<file path="src/rtl/gpio_mw_pkg.sv">
package gpio_mw_pkg;
    localparam int PORT_CNT = 4;
    localparam int PORT_W   = 8;
    localparam int PIN_CNT  = PORT_CNT * PORT_W;
    localparam int PSEL_W   = $clog2(PORT_CNT);
    localparam int DATA_W   = 32;
    localparam int WDATA_W  = 2 * PORT_W;

    typedef enum logic [1:0] {
        KIND_CFG = 2'd0,
        KIND_OE  = 2'd1,
        KIND_OUT = 2'd2,
        KIND_IN  = 2'd3
    } reg_kind_e;

    typedef struct packed {
        logic              rd_hit;
        logic              wr_hit;
        logic              masked;
        reg_kind_e         kind;
        logic [PSEL_W-1:0] port;
    } bus_dec_t;

    typedef struct packed {
        logic [PORT_W-1:0] cfg;
        logic [PORT_W-1:0] oe;
        logic [PORT_W-1:0] dout;
    } port_regs_t;

    typedef struct packed {
        logic [DATA_W-1:0] rdata;
    } rd_state_t;

    // Plain write: whole byte. Masked write: only bits whose mask bit is set.
    function automatic logic [PORT_W-1:0] merge_bits(
        input logic [PORT_W-1:0]  old_v,
        input logic               masked,
        input logic [WDATA_W-1:0] wd
    );
        logic [PORT_W-1:0] m;
        m = wd[WDATA_W-1:PORT_W];
        if (masked) return (old_v & ~m) | (wd[PORT_W-1:0] & m);
        return wd[PORT_W-1:0];
    endfunction
endpackage

</file>
<file path="src/rtl/gpio_mw_decode.sv">
module gpio_mw_decode
    import gpio_mw_pkg::*;
#(
    parameter int WADDR_W   = 10,
    parameter int MASK_WORD = 'h20
) (
    input  logic [WADDR_W-1:0] addr,
    output bus_dec_t           dec
);
    // Each window spans 16 words: kind in [3:2], port in [1:0].
    localparam int WIN_LSB = 2 + PSEL_W;
    localparam int BLK_W   = WADDR_W - WIN_LSB;
    localparam logic [BLK_W-1:0] MASK_BLK = BLK_W'(MASK_WORD >> WIN_LSB);

    logic [BLK_W-1:0] blk;
    logic             in_plain;
    logic             in_mask;
    reg_kind_e        kind;

    always_comb begin
        blk      = addr[WADDR_W-1:WIN_LSB];
        in_plain = (blk == '0);
        in_mask  = (blk == MASK_BLK);
        kind     = reg_kind_e'(addr[PSEL_W+1:PSEL_W]);

        dec.kind   = kind;
        dec.port   = addr[PSEL_W-1:0];
        dec.masked = in_mask;
        dec.rd_hit = in_plain | (in_mask & (kind != KIND_IN));
        dec.wr_hit = (in_plain | in_mask) & (kind != KIND_IN);
    end
endmodule

</file>
<file path="src/rtl/gpio_mw_port.sv">
module gpio_mw_port
    import gpio_mw_pkg::*;
(
    input  logic               clk,
    input  logic               rst_n,
    input  logic               wr_en,
    input  logic               wr_masked,
    input  reg_kind_e          wr_kind,
    input  logic [WDATA_W-1:0] wr_data,
    output logic [PORT_W-1:0]  cfg,
    output logic [PORT_W-1:0]  oe,
    output logic [PORT_W-1:0]  dout
);
    port_regs_t r_d, r_q;

    always_comb begin
        r_d = r_q;
        if (wr_en) begin
            unique case (wr_kind)
                KIND_CFG: r_d.cfg  = merge_bits(r_q.cfg,  wr_masked, wr_data);
                KIND_OE:  r_d.oe   = merge_bits(r_q.oe,   wr_masked, wr_data);
                KIND_OUT: r_d.dout = merge_bits(r_q.dout, wr_masked, wr_data);
                default:  ;
            endcase
        end
    end

    always_ff @(posedge clk) begin
        if (!rst_n) r_q <= '0;
        else        r_q <= r_d;
    end

    assign cfg  = r_q.cfg;
    assign oe   = r_q.oe;
    assign dout = r_q.dout;

    // a plain write replaces the whole byte
    p_plain_replace_r2: assert property (@(posedge clk) disable iff (!rst_n)
        (wr_en && !wr_masked && wr_kind == KIND_OE) |=> (oe == $past(wr_data[PORT_W-1:0])));

    // without a write the port state is frozen
    p_idle_hold_r2: assert property (@(posedge clk) disable iff (!rst_n)
        !wr_en |=> $stable(r_q));

    // unmasked pins keep their value
    p_keep_unmasked_r3: assert property (@(posedge clk) disable iff (!rst_n)
        (wr_en && wr_masked && wr_kind == KIND_OUT)
        |=> (((dout ^ $past(dout)) & ~$past(wr_data[WDATA_W-1:PORT_W])) == '0));
endmodule

</file>
<file path="src/rtl/gpio_mw_sync.sv">
module gpio_mw_sync #(
    parameter int WIDTH  = 32,
    parameter int STAGES = 2
) (
    input  logic             clk,
    input  logic             rst_n,
    input  logic [WIDTH-1:0] din,
    output logic [WIDTH-1:0] dout
);
    logic [STAGES-1:0][WIDTH-1:0] s_d, s_q;

    always_comb begin
        s_d[0] = din;
        for (int i = 1; i < STAGES; i++) s_d[i] = s_q[i-1];
    end

    always_ff @(posedge clk) begin
        if (!rst_n) s_q <= '0;
        else        s_q <= s_d;
    end

    assign dout = s_q[STAGES-1];
endmodule

</file>
<file path="src/rtl/gpio_mw_bank.sv">
module gpio_mw_bank
    import gpio_mw_pkg::*;
#(
    parameter int WADDR_W     = 10,
    parameter int MASK_OFS    = 'h80,
    parameter int SYNC_STAGES = 2
) (
    input  logic               clk,
    input  logic               rst_n,
    input  logic               bus_req,
    input  logic               bus_wr,
    input  logic [WADDR_W-1:0] bus_addr,
    input  logic [15:0]        bus_wdata,
    output logic [31:0]        bus_rdata,
    input  logic [31:0]        pad_in,
    output logic [31:0]        pad_out,
    output logic [31:0]        pad_oe,
    output logic [31:0]        gpio_mode
);
    localparam int MASK_WORD = MASK_OFS / 4;

    bus_dec_t                         dec;
    logic [PORT_CNT-1:0][PORT_W-1:0]  cfg_a, oe_a, out_a, in_a;
    logic [PIN_CNT-1:0]               in_sync;
    logic [PORT_W-1:0]                sel_v;
    rd_state_t                        st_d, st_q;

    gpio_mw_decode #(
        .WADDR_W  (WADDR_W),
        .MASK_WORD(MASK_WORD)
    ) u_dec (
        .addr(bus_addr),
        .dec (dec)
    );

    gpio_mw_sync #(
        .WIDTH (PIN_CNT),
        .STAGES(SYNC_STAGES)
    ) u_sync (
        .clk  (clk),
        .rst_n(rst_n),
        .din  (pad_in),
        .dout (in_sync)
    );

    assign in_a = in_sync;

    for (genvar p = 0; p < PORT_CNT; p++) begin : g_port
        logic we;
        assign we = bus_req & bus_wr & dec.wr_hit & (dec.port == PSEL_W'(p));
        gpio_mw_port u_port (
            .clk      (clk),
            .rst_n    (rst_n),
            .wr_en    (we),
            .wr_masked(dec.masked),
            .wr_kind  (dec.kind),
            .wr_data  (bus_wdata),
            .cfg      (cfg_a[p]),
            .oe       (oe_a[p]),
            .dout     (out_a[p])
        );
    end

    assign pad_out   = out_a;
    assign pad_oe    = oe_a;
    assign gpio_mode = cfg_a;

    always_comb begin
        unique case (dec.kind)
            KIND_CFG: sel_v = cfg_a[dec.port];
            KIND_OE:  sel_v = oe_a[dec.port];
            KIND_OUT: sel_v = out_a[dec.port];
            default:  sel_v = in_a[dec.port];
        endcase
        st_d = st_q;
        if (bus_req && !bus_wr)
            st_d.rdata = dec.rd_hit ? DATA_W'(sel_v) : '0;
    end

    always_ff @(posedge clk) begin
        if (!rst_n) st_q <= '0;
        else        st_q <= st_d;
    end

    assign bus_rdata = st_q.rdata;

    // unmapped reads return zero
    p_unmapped_rd_r8: assert property (@(posedge clk) disable iff (!rst_n)
        (bus_req && !bus_wr && !dec.rd_hit) |=> (bus_rdata == '0));

    // writes that hit no writable register leave all outputs alone
    p_no_effect_r7: assert property (@(posedge clk) disable iff (!rst_n)
        (bus_req && bus_wr && !dec.wr_hit)
        |=> ($stable(pad_out) && $stable(pad_oe) && $stable(gpio_mode)));

    // read data holds without a read
    p_rd_hold_r10: assert property (@(posedge clk) disable iff (!rst_n)
        !(bus_req && !bus_wr) |=> $stable(bus_rdata));

    // output value and output enable never move together
    p_one_kind_r11: assert property (@(posedge clk) disable iff (!rst_n)
        !((pad_out != $past(pad_out)) && (pad_oe != $past(pad_oe))));
endmodule

</file>
<file path="config.mk">
export PLATFORM = sky130hd
export DESIGN_NAME = gpio_mw_bank
export DESIGN_NICKNAME = d
export VERILOG_FILES = /design/src/rtl/gpio_mw_pkg.sv /design/src/rtl/gpio_mw_decode.sv /design/src/rtl/gpio_mw_port.sv /design/src/rtl/gpio_mw_sync.sv /design/src/rtl/gpio_mw_bank.sv
export SDC_FILE = /design/constraint.sdc
export NUM_CORES = 1
export LEC_CHECK = 0
export BUFFER_PORTS_ARGS = -buffer_cell sky130_fd_sc_hd__buf_4
export CORE_MARGIN = 2
export CORE_UTILIZATION = 39
export DETAILED_ROUTE_END_ITERATION = 10
export SLEW_MARGIN = 20
export SYNTH_ARGS = -nofsm -noshare
export SYNTH_HDL_FRONTEND = slang
export SYNTH_SLANG_ARGS = --single-unit
</file>
<file path="constraint.sdc">
create_clock -name clk -period 5.71 [get_ports clk]
set_clock_uncertainty 0.2 [all_clocks]
set_input_delay 0.571 -clock clk [delete_from_list [all_inputs] [get_ports clk]]
set_output_delay 0.571 -clock clk [all_outputs]
set_load 0.01 [all_outputs]
</file>
==> results of run 1 <==
==> per-stage QoR <==
stage	power, mW	cell area [µm²]	util	worst slack (ns)
floorplan	1.369	8253	-	3.367
global placement	1.426	9350	0.4591	2.443
detailed placement	1.426	9350	0.4591	2.411
CTS	2.625	9976	0.4899	2.882
global route	2.694	9976	0.4899	2.804
finish	2.612	9976	0.4899	2.897
==> metal layers <==
layer  vias up  GRT usage
li1       3040          -
met1      2993     0.3132
met2       268     0.3354
met3        49    0.06871
met4         0    0.09000
met5         -          0
==> worst max-delay path by stage <==
stage	start	to	slack (ns)	cells past startpoint
global placement	bus_addr[1]	flop	2.44	5
detailed placement	bus_addr[1]	flop	2.41	5
CTS	bus_addr[1]	flop	2.88	5
global route	bus_addr[3]	flop	2.80	5
finish	bus_addr[1]	flop	2.90	5
floorplan	bus_addr[0]	flop	3.37	7
==> worst reg2reg max path: cells and delay by family (launching register included) <==
family           cells  cell delay [ns]
AO/OA/AOI/OAI        2             0.25
flip-flops           1             0.40
multiplexers         1             0.56
AND/OR/NAND/NOR      1             0.09
==> synthesized netlist by cell type (3+ instances only) <==
cell type,count
and2_1,65
a2bb2oi_1,7
buf_4,28
o21ai_1,24
and3b_1,3
or3_1,5
o21ai_0,8
nand4b_1,3
nand3_1,42
o21ai_2,8
a21boi_1,32
nor4_2,16
nand4_1,8
nand2_1,15
nand4bb_1,4
clkbuf_1,48
nor2_1,9
dfxtp_1,168
buf_2,22
mux2i_1,110
nor4_1,32
a22oi_1,15
nor4_4,16
nor2b_1,72
buf_6,4
and3_1,9
mux4_2,9
==> final cells by class <==
class,count,share of cell area
multi-input combinational,549,0.4320
sequential,168,0.3371
clock inverter,15,0.02007
tap,270,0.03386
inverter,1,0.0003763
clock buffer,17,0.04264
timing repair buffer,178,0.1340
==> power breakdown <==
part           leakage (nW)  switching (mW)  internal, mW  total, mW
clock                 0.305           0.575         0.637       1.21
combinational          2.04           0.126        0.0790      0.205
sequential             1.37         0.00426          1.19       1.20
==> cell families after synthesis <==
logic type	Yosys count	share of synthesized area
muxes	119	0.1596
DFF	168	0.4118
AOI/OAI and AO/OA	96	0.08074
and+or+nand+nor	310	0.2753
other	1	0.0004592
buffers and inverters	106	0.07201
==> key figures, run 1 <==
Die
  • Initial core utilization: 0.4010
  • Die Span Y: 148.7 µm
  • Die width: 148.7 µm
  • CORE AREA: 20,360 µm²
  • Die ar.: 22,110 µm²
  • I/O pin cnt: 190
  • Rows: 52

Clocking
  • Root buf cell: clkbuf_16
  • CTS tree: done
  • CTS Buf Count: 17
  • Post-CTS Setup Bufs: 0
  • Clk pin slew, worst setup/hold paths: 0.07 ns
  • CTS Sinks: 168
  • Max clock buf depth: 2
  • Post-CTS sizing: 0
  • H-tree levels: 4
  • Clock Latency Late Sink: 0.45 ns
  • Hold_buf cts: 0

Placement
  • Placed insts: 1,166
  • RD Place Congestion: 0.8542
  • DPL Wire Length: 17.10 mm
  • IO Port Bufs: 165

Drt
  • Uppermost layer routed: met4
  • Antenna viol nets, final: 0
  • DRC: 0
  • DRT iter0 DRCs: 387
  • Met2 wire len: 10.97 mm
  • DR vias/cell: 5.301
  • DRT Wirelength: 25.18 mm
  • Met3 Wirelength: 2.190 mm
  • Via count: 6,350
  • Wire per inst: 21.02 µm
  • DRT Pass-1 Iters: 5
  • DRT met1 WL: 11.26 mm

Critical path
  • Worst-path maximum fanout: 49
  • Slowest cell on crit path: nand4bb_1
  • Crit path DAT: 2.95 ns
  • Startpoint types: input port
  • Max incr delay on CP: 1.07 ns
  • Crit path cell chain: buf_4 -> nand4bb_1 -> nor4_1 -> mux2i_1 -> nor2b_1
  • WP data required: 5.84 ns
  • Cell family with most CP delay: simple AND/OR/NAND/NOR gates
  • End of the worst register-to-register path: bus_rdata[0]
  • R2R cell count: 4
  • WP buf/inv: 1
  • CP endpoint kind: flop
  • Setup CP Type: input port to flop
  • R2R Setup Slk: 4.11 ns

Global routing
  • Initial antenna violation count: 0
  • Largest net degree at the start of global routing: 117
  • Vias in the first global route: 5,931
  • First-pass GRT wire length: 37.44 mm
  • GRT Residual Overflow: 0
  • All-layer global routing usage: 0.2280

Power
  • LEAKAGE: 3.712 nW
  • VDD IR max: 0.0002016 V
  • Power Dens Cells: 261.9 nW/µm²

Logic synthesis
  • Synthesized instance count: 800
  • EDFF count, synth: 0
  • Synthesis Warnings: 0
  • Yosys top cell by area: dfxtp_1
  • Mapped Area: 8167 µm²
  • #FFs+latches synth: 168
  • Syn_area_per_cell: 10.21 µm²
  • Yosys top cell area share: 0.4118
  • Post-synth ARST share: 0
  • Largest cells by area after synthesis: dfxtp_1 41%, mux2i_1 13%, nor2b_1 5.5%, and2_1 5.0%, nor4_4 4.2%
  • Synth cell types: 41
  • Register area share after synthesis: 0.4118
  • Most used DFF post-synth: dfxtp_1

STA
  • Slew Limit Fails: 0
  • RSZ-0062 raised after global routing: false
  • Max transition margin: 0.2352
  • Fmax: 355.4 MHz
  • Setup TNS Final: 0 ns
  • Tmin final: 2.813 ns
  • Least-Margin Pin Slew: 1.141 ns
  • Worst hold slack: 0.1289 ns
  • Period Utilization, post-route: 0.4927
  • Final setup fails: 0
  • Final Hold Fails: 0

Layout
  • Register area: 3363 µm²
  • Layout area overhead: 22.15%
  • Fin nets: 977
  • Commonest cells after routing, fill and taps aside: 178 x buf_4, 168 x dfxtp_1, 110 x mux2i_1
  • Most common cell after layout, fill and taps aside: buf_4
  • Fillers: 1,944
  • Multi-input gate area: 4309 µm²
  • Antenna Cells: 0
  • Share of cells above drive strength 1: 0.2877
  • Final cell count without fillers: 1,198

Worst hold path
  • Worst Hold End: u_sync.s_d[57]
  • Hold path startpoint: pad_in[25]
  • Hold/Removal Path Class: input port to flop
  • Hold Path Stages: 2

Run status
  • Status: completed

Run
  • Max Cap Viol: 0
(Power assumes the default switching activity.)
==> run 2, diff against run 1 <==
clock period = 2.3 ns   (was 5.71 ns; I/O delays follow)
==> run 2 against run 1 <==
Compared with the run above: clock power rose by 140%; global-route usage rose by 0.47 points; design area rose by 6.4%; non-clock buffer count rose by 64; final cell count rose by 5.3%; sequential share of layout area fell by 2.0 points; sequential power rose by 150%; critical path type unchanged; largest power group is now registers.
==> key figures, run 2 (same netlist as run 1, synthesis figures left out) <==
STA
  • Least-Margin Pin Slew: 0.8802 ns (was 1.141 ns)
  • Max transition margin: 0.4119 (was 0.2352)
  • Period Utilization, post-route: 0.7607
  • Fmax: 571.5 MHz
  • Worst hold slack: 0.1374 ns (was 0.1289 ns)
  • Setup TNS Final: 0 ns (unchanged)
  • Tmin final: 1.750 ns
  • RSZ-0062 raised after global routing: false (unchanged)
  • Final Hold Fails: 0 (unchanged)
  • Final setup fails: 0 (unchanged)
  • Slew Limit Fails: 0 (unchanged)

Global routing
  • Vias in the first global route: 6,261 (was 5,931)
  • Initial antenna violation count: 0 (unchanged)
  • First-pass GRT wire length: 38.58 mm (was 37.44 mm)
  • Largest net degree at the start of global routing: 162 (was 117)
  • All-layer global routing usage: 0.2326 (was 0.2280)
  • GRT Residual Overflow: 0 (unchanged)

Placement
  • RD Place Congestion: 0.9152 (was 0.8542)
  • Post-DP Area: 9603 µm² (was 9350 µm²)
  • IO Port Bufs: 165 (unchanged)
  • DPL Wire Length: 17.95 mm (was 17.10 mm)

Critical path
  • Crit path DAT: 1.89 ns (was 2.95 ns)
  • WP data required: 2.44 ns (was 5.84 ns)
  • R2R cell count: 4 (unchanged)
  • Worst-path maximum fanout: 24 (was 49)
  • Startpoint types: input port (unchanged)
  • CP endpoint kind: flop (unchanged)
  • Setup CP Type: input port to flop (unchanged)

Drt
  • Wire per inst: 20.29 µm (was 21.02 µm)
  • DRT iter0 DRCs: 595 (was 387)
  • DRT Wirelength: 25.61 mm (was 25.18 mm)
  • Antenna viol nets, final: 0 (unchanged)
  • DRT Pass-1 Iters: 5 (unchanged)
  • DR vias/cell: 5.273 (was 5.301)
  • Via count: 6,654 (was 6,350)
  • DRC: 0 (unchanged)

Layout
  • Fin nets: 1,041 (was 977)
  • Layout area overhead: 30.01% (was 22.15%)
  • Antenna Cells: 0 (unchanged)
  • Fin util: 0.5214 (was 0.4899)
  • Final non-filler cell area: 10,620 µm² (was 9976 µm²)
  • Share of cells above drive strength 1: 0.2923 (was 0.2877)
  • Most common cell after layout, fill and taps aside: buf_4 (unchanged)
  • Fillers: 1,812 (was 1,944)
  • Commonest cells after routing, fill and taps aside: 196 x buf_4, 168 x dfxtp_1, 110 x mux2i_1 (was 178 x buf_4, 168 x dfxtp_1, 110 x mux2i_1)

Clocking
  • H-tree levels: 4 (unchanged)
  • CTS Buf Count: 17 (unchanged)
  • Clock Latency Late Sink: 0.44 ns (was 0.45 ns)
  • Clk pin slew, worst setup/hold paths: 0.08 ns (was 0.07 ns)
  • CTS Sinks: 168 (unchanged)
  • Post-CTS sizing: 0 (unchanged)
  • Root buf cell: clkbuf_16 (unchanged)
  • Post-CTS Setup Bufs: 0 (unchanged)
  • Max clock buf depth: 2 (unchanged)
  • Hold_buf cts: 40 (was 0)
  • CTS tree: done (unchanged)

Power
  • VDD IR max: 0.0004843 V (was 0.0002016 V)
  • Tot Pwr: 6.498 mW (was 2.612 mW)
  • Power Dens Cells: 612.0 nW/µm² (was 261.9 nW/µm²)
  • LEAKAGE: 4.018 nW (was 3.712 nW)

Die
  • Die Span Y: 148.7 µm (unchanged)
  • Die width: 148.7 µm (unchanged)
  • Initial core utilization: 0.4010 (unchanged)
  • CORE AREA: 20,360 µm² (unchanged)
  • Die ar.: 22,110 µm² (unchanged)
  • Rows: 52 (unchanged)
  • I/O pin cnt: 190 (unchanged)

Run
  • Max Cap Viol: 0 (unchanged)

Worst hold path
  • Hold/Removal Path Class: input port to flop (unchanged)
  • Hold Path Stages: 5 (was 2)

Run status
  • Status: completed (unchanged)
run 2: cell count changes in the layout (fill, tap and decap cells not counted), moves of 2 or more:
cell           previous run  this run
buf_4                   178       196
dlygate4sd3_1             0        40
buf_12                    0         6
inv_8                     4         6
inv_6                     4         2
run 2: final cells by class:
| type | instances | area (µm²) | area share |
|---|---|---|---|
| Multi-Input combinational cell | 549 | 4307 | 0.4056 |
| Sequential cell | 168 | 3363 | 0.3168 |
| Timing Repair Buffer | 242 | 1992 | 0.1876 |
| Clock buffer | 18 | 439.2 | 0.04136 |
| Tap cell | 270 | 337.8 | 0.03182 |
| Clock inverter | 14 | 175.2 | 0.01650 |
| Inverter | 1 | 3.754 | 0.0003535 |
run 2: worst paths after layout:
| path | start | endpoint | slack, ns |
|---|---|---|---|
| worst max-delay path | bus_addr[3] | flop | 0.55 |
| worst min-delay path | bus_req | bus_rdata[6] | 0.14 |
| worst max register to register | flop | bus_rdata[3] | 0.69 |
| worst min register to register | u_sync.s_d[59] | u_sync.dout[27] | 0.23 |
run 2: where the power goes:
group	leakage [nW]	switching, mW	total [mW]	internal [mW]
Clock	0.301	1.42	2.93	1.51
Sequential	1.37	0.0111	2.97	2.96
Combinational	2.35	0.330	0.596	0.266
Total	4.02	1.77	6.50	4.73
run 2: metal layers:
layer,track usage,up-vias,routed length (µm)
met2,0.3597,283,11630
met4,0.08238,0,670
met3,0.06380,39,2172
met1,0.3131,3167,11140
li1,-,3165,-
met5,0,-,0
run 2: per-stage QoR:
step	cells	worst slack [ns]
2_1_floorplan	823	0.2978
3_3_place_gp	1190	0.1067
3_5_place_dp	1190	0.1136
4_1_cts	1262	0.5788
5_1_grt	1262	0.4812
6_report	1262	0.5503
run 2: critical path: stages:
cell,delay (ns)
buf_4,0.15
buf_12,0.17
nand4bb_1,0.32
buf_4,0.29
nor4_1,0.41
mux2i_1,0.24
nor2b_1,0.06
==> run 3, diff against run 2 <==
clock period = 1.8 ns   (was 2.3 ns; I/O delays follow)
==> run 3 against run 2 <==
Compared with the run above: utilization is 2.8 points higher; die area unchanged; final cell count rose by 3.2%; hold slack got worse by 0.013 ns; critical path depth decreased by 2; design area increased by 5.4%; global-route usage decreased by 0.55 points; power rose by 27%; setup slack worse by 0.40 ns; first-iteration DRC count down 35%; largest cell class unchanged; sequential power up 28%.
==> key figures, run 3 (same netlist as run 1, synthesis figures left out) <==
Global routing
  • First-pass GRT wire length: 37.81 mm (was 38.58 mm)
  • All-layer global routing usage: 0.2271 (was 0.2326)
  • GRT Residual Overflow: 0 (unchanged)
  • Largest net degree at the start of global routing: 122 (was 162)
  • Vias in the first global route: 6,523 (was 6,261)
  • Initial antenna violation count: 0 (unchanged)

Layout
  • Fin util: 0.5495 (was 0.5214)
  • Antenna Cells: 0 (unchanged)
  • Fin nets: 1,081 (was 1,041)
  • Fillers: 1,804 (was 1,812)
  • Most common cell after layout, fill and taps aside: buf_4 (unchanged)
  • Final cell count without fillers: 1,302 (was 1,262)
  • Commonest cells after routing, fill and taps aside: 230 x buf_4, 168 x dfxtp_1, 110 x mux2i_1 (was 196 x buf_4, 168 x dfxtp_1, 110 x mux2i_1)
  • Share of cells above drive strength 1: 0.3488 (was 0.2923)
  • Layout area overhead: 37.03% (was 30.01%)

Clocking
  • CTS Buf Count: 17 (unchanged)
  • Clock Latency Late Sink: 0.43 ns (was 0.44 ns)
  • CTS Sinks: 168 (unchanged)
  • Clk pin slew, worst setup/hold paths: 0.07 ns (was 0.08 ns)
  • Root buf cell: clkbuf_16 (unchanged)
  • CTS tree: done (unchanged)
  • Post-CTS sizing: 0 (unchanged)
  • Max clock buf depth: 2 (unchanged)
  • H-tree levels: 4 (unchanged)

Power
  • VDD IR max: 0.0006540 V (was 0.0004843 V)
  • Sw Pwr: 2.202 mW (was 1.765 mW)
  • Clk pwr share: 0.440 (was 0.451)
  • Tot Pwr: 8.272 mW (was 6.498 mW)
  • LEAKAGE: 4.247 nW (was 4.018 nW)
  • Reg power frac: 0.459 (was 0.457)
  • Internal power: 6.069 mW (was 4.733 mW)
  • Comb pwr share: 0.101 (was 0.092)
  • Sw Ratio: 0.2663 (was 0.2717)
  • Power Dens Cells: 739.1 nW/µm² (was 612.0 nW/µm²)

STA
  • Period Utilization, post-route: 0.9182
  • Slew Limit Fails: 0 (unchanged)
  • Final setup fails: 0 (unchanged)
  • Least-Margin Pin Slew: 0.9163 ns (was 0.8802 ns)
  • Final Hold Fails: 0 (unchanged)
  • Max transition margin: 0.3878 (was 0.4119)
  • RSZ-0062 raised after global routing: false (unchanged)
  • Tmin final: 1.653 ns
  • Worst hold slack: 0.1248 ns (was 0.1374 ns)
  • Fmax: 605.0 MHz

Die
  • Die Span Y: 148.7 µm (unchanged)
  • Die ar.: 22,110 µm² (unchanged)
  • Initial core utilization: 0.4010 (unchanged)
  • Die width: 148.7 µm (unchanged)
  • Rows: 52 (unchanged)
  • I/O pin cnt: 190 (unchanged)
  • CORE AREA: 20,360 µm² (unchanged)

Critical path
  • R2R Setup Slk: 0.22 ns (was 0.69 ns)
  • Startpoint types: input port (unchanged)
  • WP data required: 1.92 ns (was 2.44 ns)
  • End of the worst register-to-register path: bus_rdata[1] (was bus_rdata[3])
  • Slowest cell on crit path: nor3b_1 (was nor4_1)
  • CP endpoint kind: flop (unchanged)
  • Crit path cell chain: buf_4 -> nor3b_1 -> a22oi_1 -> nand4_1 -> o21ai_0 (was buf_4 -> buf_12 -> nand4bb_1 -> buf_4 -> nor4_1 -> mux2i_1 -> nor2b_1)
  • R2R cell count: 4 (unchanged)
  • Setup CP Type: input port to flop (unchanged)
  • Crit path DAT: 1.77 ns (was 1.89 ns)
  • Max incr delay on CP: 0.76 ns (was 0.41 ns)
  • Worst-path maximum fanout: 7 (was 24)

Drt
  • DR vias/cell: 5.127 (was 5.273)
  • Via count: 6,675 (was 6,654)
  • DRT Pass-1 Iters: 4 (was 5)
  • Antenna viol nets, final: 0 (unchanged)
  • Wire per inst: 19.20 µm (was 20.29 µm)
  • DRT Wirelength: 24.99 mm (was 25.61 mm)
  • DRT iter0 DRCs: 388 (was 595)
  • DRC: 0 (unchanged)

Worst hold path
  • Hold path startpoint: bus_addr[0] (was bus_req)
  • Hold Path Stages: 4 (was 5)
  • Hold/Removal Path Class: input port to flop (unchanged)
  • Worst Hold End: bus_rdata[1] (was bus_rdata[6])

Run
  • Max Cap Viol: 0 (unchanged)

Placement
  • Placed insts: 1,230 (was 1,190)
  • RD Place Congestion: 0.8676 (was 0.9152)
  • IO Port Bufs: 165 (unchanged)
  • DPL Wire Length: 18.28 mm (was 17.95 mm)

Run status
  • Status: completed (unchanged)
run 3: cell types whose count changed in the layout (fill, tap and decap cells not counted):
| cell | change |
|---|---|
| buf_4 | +34 |
| nor4_1 | -29 |
| nor4_2 | +25 |
| buf_12 | +6 |
| nor4_4 | +4 |
| clkinv_8 | -3 |
| clkinv_4 | +2 |
| clkinvlp_4 | +1 |
| nand4bb_1 | -1 |
| nand4bb_2 | +1 |
run 3: per-stage QoR:
step	worst slack (ns)	setup TNS, ns	area, µm²
5_1_grt	0.1104	0	11190
2_1_floorplan	-0.1279	-2.901	8539
4_1_cts	0.1907	0	11190
6_report	0.1472	0	11190
3_5_place_dp	-0.2679	-14.49	10200
3_3_place_gp	-0.2525	-13.89	10200
run 3: area by class of cell:
| class | count | area, µm² | share of cell area |
|---|---|---|---|
| Multi-Input combinational cell | 549 | 4528 | 0.4046 |
| Sequential cell | 168 | 3363 | 0.3005 |
| Timing Repair Buffer | 282 | 2367 | 0.2115 |
| Clock buffer | 18 | 439.2 | 0.03924 |
| Tap cell | 270 | 337.8 | 0.03019 |
| Clock inverter | 14 | 151.4 | 0.01353 |
| Inverter | 1 | 3.754 | 0.0003354 |
run 3: worst max-delay path by stage:
stage,slack [ns],from,end
after floorplan,-0.13,bus_addr[0],flop
after global placement,-0.25,bus_addr[0],bus_rdata[0]
after detailed placement,-0.27,bus_addr[0],flop
after CTS,0.19,bus_addr[8],flop
after global routing,0.11,bus_addr[8],flop
final,0.15,bus_addr[0],bus_rdata[0]
run 3: repair_timing:
action | in CTS | in global routing
endpoints found under the hold margin | 128 | 0
hold buffers | 40 | 0
setup buffers | 0 | 0
run 3: per-layer routing:
layer / up-vias / routed length (µm) / GRT usage
met5: - / 0 / 0
met4: 0 / 603 / 0.07333
met3: 33 / 1726 / 0.06779
met2: 218 / 11790 / 0.3699
met1: 3192 / 10870 / 0.2895
li1: 3232 / - / -
run 3: power by group through the flow:
stage                     Clock (mW)  Combinational, mW  Sequential, mW
final                           3.64              0.838            3.80
after floorplan                    0              0.493            3.88
after CTS                       3.69              0.834            3.80
after global routing            3.85              0.892            3.80
after detailed placement           0              0.763            3.88
after global placement             0              0.764            3.88
run 3: worst max-delay path, delay by kind of cell:
family / cells / cell delay [ns]
compound gates: 2 / 0.40
buf+inv: 1 / 0.15
simple gates: 2 / 1.04
